$ cat config.mk
export PLATFORM = sky130hd
export DESIGN_NAME = clkdiv_cascade
export DESIGN_NICKNAME = d
export VERILOG_FILES = /design/src/rtl/clkdiv_pkg.sv /design/src/rtl/cd_digit.sv /design/src/rtl/cd_term.sv /design/src/rtl/cd_sequencer.sv /design/src/rtl/clkdiv_cascade.sv
export SDC_FILE = /design/constraint.sdc
export NUM_CORES = 1
export LEC_CHECK = 0
export CAP_MARGIN = 10
export CORE_ASPECT_RATIO = 0.75
export CORE_MARGIN = 3
export CORE_UTILIZATION = 30
export DETAILED_ROUTE_END_ITERATION = 7
export PLACE_DENSITY = 0.65
export RECOVER_POWER = 100
export SLEW_MARGIN = 20
export SYNTH_ARGS = -nofsm -noshare
export SYNTH_HDL_FRONTEND = slang
export SYNTH_SLANG_ARGS = --single-unit
$ cat constraint.sdc
create_clock -name clk -period 1.5 [get_ports clk]
set_clock_uncertainty 0.1 [all_clocks]
set_input_delay 0.3 -clock clk [delete_from_list [all_inputs] [get_ports clk]]
set_output_delay 0.3 -clock clk [all_outputs]
set_load 0.02 [all_outputs]
$ cat src/rtl/clkdiv_pkg.sv
package clkdiv_pkg;

  // one step down of a single digit, wrapping from zero to all ones
  function automatic logic [31:0] digit_step(input logic [31:0] d, input int unsigned w);
    logic [31:0] mask;
    mask = (32'd1 << w) - 32'd1;
    return (d - 32'd1) & mask;
  endfunction

  // lowest digit at the value that marks the last cycle of a period
  function automatic logic low_digit_final(input logic [31:0] d);
    return d == 32'd1;
  endfunction

endpackage

$ cat src/rtl/cd_digit.sv
module cd_digit #(
  parameter int DW = 4
) (
  input  logic          clk,
  input  logic          rst,
  input  logic          load,
  input  logic [DW-1:0] load_val,
  input  logic          dec_in,
  output logic [DW-1:0] digit,
  output logic          is_zero,
  output logic          borrow_out
);
  import clkdiv_pkg::*;

  logic [31:0] stepped;

  always_comb begin
    stepped    = digit_step(32'(digit), DW);
    is_zero    = (digit == '0);
    borrow_out = dec_in & is_zero;
  end

  always_ff @(posedge clk) begin
    if (rst)         digit <= '0;
    else if (load)   digit <= load_val;
    else if (dec_in) digit <= stepped[DW-1:0];
  end
endmodule

$ cat src/rtl/cd_term.sv
module cd_term #(
  parameter int DW     = 4,
  parameter int STAGES = 2
) (
  input  logic [DW*STAGES-1:0] count,
  output logic                 term
);
  import clkdiv_pkg::*;

  logic [STAGES-1:0] part_ok;

  assign part_ok[0] = low_digit_final(32'(count[DW-1:0]));

  generate
    for (genvar i = 1; i < STAGES; i++) begin : g_upper
      assign part_ok[i] = (count[i*DW +: DW] == '0);
    end
  endgenerate

  assign term = &part_ok;
endmodule

$ cat src/rtl/cd_sequencer.sv
module cd_sequencer #(
  parameter int W = 8
) (
  input  logic         clk,
  input  logic         rst,
  input  logic [W-1:0] ratio,
  input  logic         term,
  output logic         load,
  output logic         armed,
  output logic         zero_flag
);
  always_comb load = ~armed | term;

  always_ff @(posedge clk) begin
    if (rst) begin
      armed     <= 1'b0;
      zero_flag <= 1'b0;
    end else begin
      armed <= 1'b1;
      if (load) zero_flag <= (ratio == '0);
    end
  end
endmodule

$ cat src/rtl/clkdiv_cascade.sv
module clkdiv_cascade #(
  parameter int DIGIT_W = 4,
  parameter int STAGES  = 2
) (
  input  logic                      clk,
  input  logic                      rst,
  input  logic [DIGIT_W*STAGES-1:0] ratio,
  output logic                      tick_out,
  output logic                      ratio_zero
);
  localparam int W = DIGIT_W * STAGES;

  logic [W-1:0]      count;
  logic [STAGES:0]   dec_chain;
  logic [STAGES-1:0] dig_zero;
  logic              load;
  logic              armed;
  logic              term;

  cd_sequencer #(.W(W)) u_seq (
    .clk       (clk),
    .rst       (rst),
    .ratio     (ratio),
    .term      (term),
    .load      (load),
    .armed     (armed),
    .zero_flag (ratio_zero)
  );

  assign dec_chain[0] = armed;

  generate
    for (genvar i = 0; i < STAGES; i++) begin : g_digit
      cd_digit #(.DW(DIGIT_W)) u_digit (
        .clk        (clk),
        .rst        (rst),
        .load       (load),
        .load_val   (ratio[i*DIGIT_W +: DIGIT_W]),
        .dec_in     (dec_chain[i]),
        .digit      (count[i*DIGIT_W +: DIGIT_W]),
        .is_zero    (dig_zero[i]),
        .borrow_out (dec_chain[i+1])
      );
    end
  endgenerate

  cd_term #(.DW(DIGIT_W), .STAGES(STAGES)) u_term (
    .count (count),
    .term  (term)
  );

  assign tick_out = armed & term;
endmodule

==> flow_summary.yaml <==
critical_path:
  cp.arrival_ns: 1.24
  reg2reg_to: "g_digit[1].u_digit.digit[3]"
  ff2ff_setup_slack_ns: -0.11
  worst-setup-path-type: "flop to primary output"
  r2r-start: "g_digit[1].u_digit.digit[2]"
  worst_setup_path_end_kind: "primary output"
  slowest_stage: "dfxtp_2"
  start_kind: "flop"
  cpPeakStageDelay_ns: 0.33
  cp_cell_sequence: "inv_2 > ha_4 > nand4bb_4 > nor3_4 > buf_6"
  crit_required_ns: 1.10
  reg2reg_depth: 4
  worstPathMaxFanout: 2
floorplanning:
  coreArea_um2: 1840
  num_rows: 13
  initial_core_util: 0.339
  dieArea_um2: 2670
  die_x_um: 58.6
  die_h_um: 45.5
  ios: 12
final_layout:
  num_antenna_cells: 0
  nets: 119
  final_util: 0.594
  area_delta_synth_final_pct: 75.1
  fin_area_um2: 1090
  drive_above_1_share: 0.505
clocking:
  clk_path_buf_depth: 2
  htree_levels: 1
  tritoncts: "done"
  cts_buffers: 3
  worstSkewPairLatency_ns: 0.28
  path_clk_slew_ns: 0.08
  hold_buffers: 0
  cts-root-buf: "clkbuf_4"
  numClockSinks: 10
grt:
  grt_usage: 0.156
  antenna_found_initial: 0
  grt_busiest_layer: "met2"
  grt_max_degree: 9
  grt_pass1_vias: 653
  grt_overflow_total: 0
  grtUsageMet3: 0.0652
  grtUsageMet2: 0.236
  grt_use_met1: 0.205
  grt_pass1_wl_mm: 3.00
pwr:
  power.density_nw_per_um2: 887
  vdd_drop_max_v: 0.000549
  power.leakage_uw: 0.000443
  report.power.total_uw: 967
routing:
  drc: 0
  vias: 641
  dr.pass1.iters: 4
  drt_wl_total_mm: 1.84
  antenna_left: 0
  drtIter0Drc: 19
  wl_per_cell_um: 14.7
  vias_per_cell: 5.13
timing:
  drv_slew: 0
  hold_viol_final: 0
  postLayoutSetupSlackWorst_ns: -0.141
  fin_crit_ns: 1.64
  maxClockFrequency_ghz: 0.609
  period_share: 1.09
  rsz0062_at_grt: "true"
  slew_headroom: 0.746
  tightest_slew_ns: 0.377
  setup_viol: 9
  hold_slack_ns: 0.363
  setup_tns_ns: -0.584
logic_synthesis:
  yosys.area.top_type_share: 0.321
  synth_area_per_cell_um2: 9.16
  yosys-top-cells-area: "dfxtp_1 (32%), ha_1 (10%), xnor2_1 (5.6%)"
  synth-warning-count: 0
  yosysTopAreaCell: "dfxtp_1"
  synth_nets: 83
  synth-seq-cells: 10
  ys_types: 34
  synth_seq_area_share: 0.321
  synthCells: 68
  netlist_area_um2: 623
run_status:
  status: "finished, violations left"
  violations: "setup timing"
placed_design:
  place_congestion: 0.813
  portBuffers: 11
  dp_hpwl_mm: 1.29
  placed_area_um2: 900
flow_run:
  drv_cap: 0
hold_path:
  whs_endpoint: "u_seq.zero_flag"
  hold_class: "flop to flop"
  holdPathStages: 2
  hp-start: "u_seq.zero_flag"
[report_power, final]
| part | leakage, µW | internal (µW) | switching (µW) | total, µW |
|---|---|---|---|---|
| clock network | 0.0000210 | 148 | 117 | 265 |
| registers | 0.0000842 | 294 | 18.6 | 313 |
| logic | 0.000338 | 219 | 170 | 390 |
[worst max-delay path: cells and delay by family (launching register included)]
kind                       cells  cell delay, ns
adders and majority gates      1            0.14
buffers and inverters          2            0.21
DFF                            1            0.33
and+or+nand+nor                2            0.29
[layout make-up]
| class | instances | area, µm² |
|---|---|---|
| well taps | 22 | 27.5 |
| multi-input cells | 48 | 498 |
| inverters | 6 | 22.5 |
| fillers | 159 | 747 |
| repair buffers | 35 | 302 |
| clock buffers | 4 | 36.3 |
| flip-flops and latches | 10 | 205 |
[worst max path at each step]
stage / startpoint / endpoint / slack (ns) / cells past startpoint
finish: g_digit[0].u_digit.digit[1] / tick_out / -0.14 / 5
global route: g_digit[0].u_digit.digit[1] / tick_out / -0.21 / 5
CTS: g_digit[1].u_digit.digit[1] / tick_out / -0.22 / 5
detailed placement: g_digit[0].u_digit.digit[1] / tick_out / -0.34 / 5
global placement: g_digit[0].u_digit.digit[1] / tick_out / -0.32 / 5
floorplan: g_digit[1].u_digit.digit[0] / g_digit[0].u_digit.digit[0] / -0.07 / 7
[logic make-up after synthesis]
| logic type | synth area share |
|---|---|
| muxes | 0.0502 |
| buffers and inverters | 0.0763 |
| DFF | 0.321 |
| xor gates and xnor gates | 0.0562 |
| adders and majority gates | 0.100 |
| AOI/OAI and AO/OA | 0.183 |
| and+or+nand+nor | 0.213 |
[synthesized netlist by cell type (all sizes together)]
master,instances
nor2b,1
nor4,2
nand2b,1
o211a,2
o21ai,2
nor3,5
nor2,2
nand2,3
clkbuf,2
o211ai,2
and4bb,1
mux2,1
or3,2
or2,1
dfxtp,10
or4,1
ha,5
nand4bb,1
buf,2
a211oi,2
nand3,1
a31oi,1
mux2i,2
o221ai,2
clkinv,1
o21a,1
inv,5
o31ai,1
a2111oi,1
nor3b,1
xnor2,4
[metal layers]
metal | up-vias | part of all wire | wire length, µm
met5 | - | 0 | 0
li1 | 320 | - | -
met2 | 17 | 0.48 | 892
met1 | 302 | 0.46 | 847
met3 | 2 | 0.052 | 95
met4 | 0 | 0.0033 | 6
[registers in the layout, indices dropped and copies added (netlist names)]
register,cells
g_digit.u_digit.digit,8
u_seq.armed,1
u_seq.zero_flag,1
[layout by cell type, fill, tap and decap left out, types with 3 or more instances in the layout]
master           instances
inv_2                    3
nor3_1                   3
buf_6                    5
dfxtp_1                  6
nand2_1                  3
clkdlybuf4s50_1          9
buf_4                   19
clkbuf_4                 3
dfxtp_2                  4
[per-stage QoR]
step / std cells / setup slack [ns]
3_3_place_gp: 118 / -0.316
3_5_place_dp: 118 / -0.343
2_1_floorplan: 68 / -0.0743
6_report: 125 / -0.141
5_1_grt: 125 / -0.212
4_1_cts: 125 / -0.219
[repair_timing]
item	in CTS	in global routing
hold endpoints to repair	0	0
gates cloned	0	0
setup endpoints to repair	11	10
setup buffers	3	0
resized for setup	24	9
pin swaps	5	4
Power figures use the tool's default switching activity.
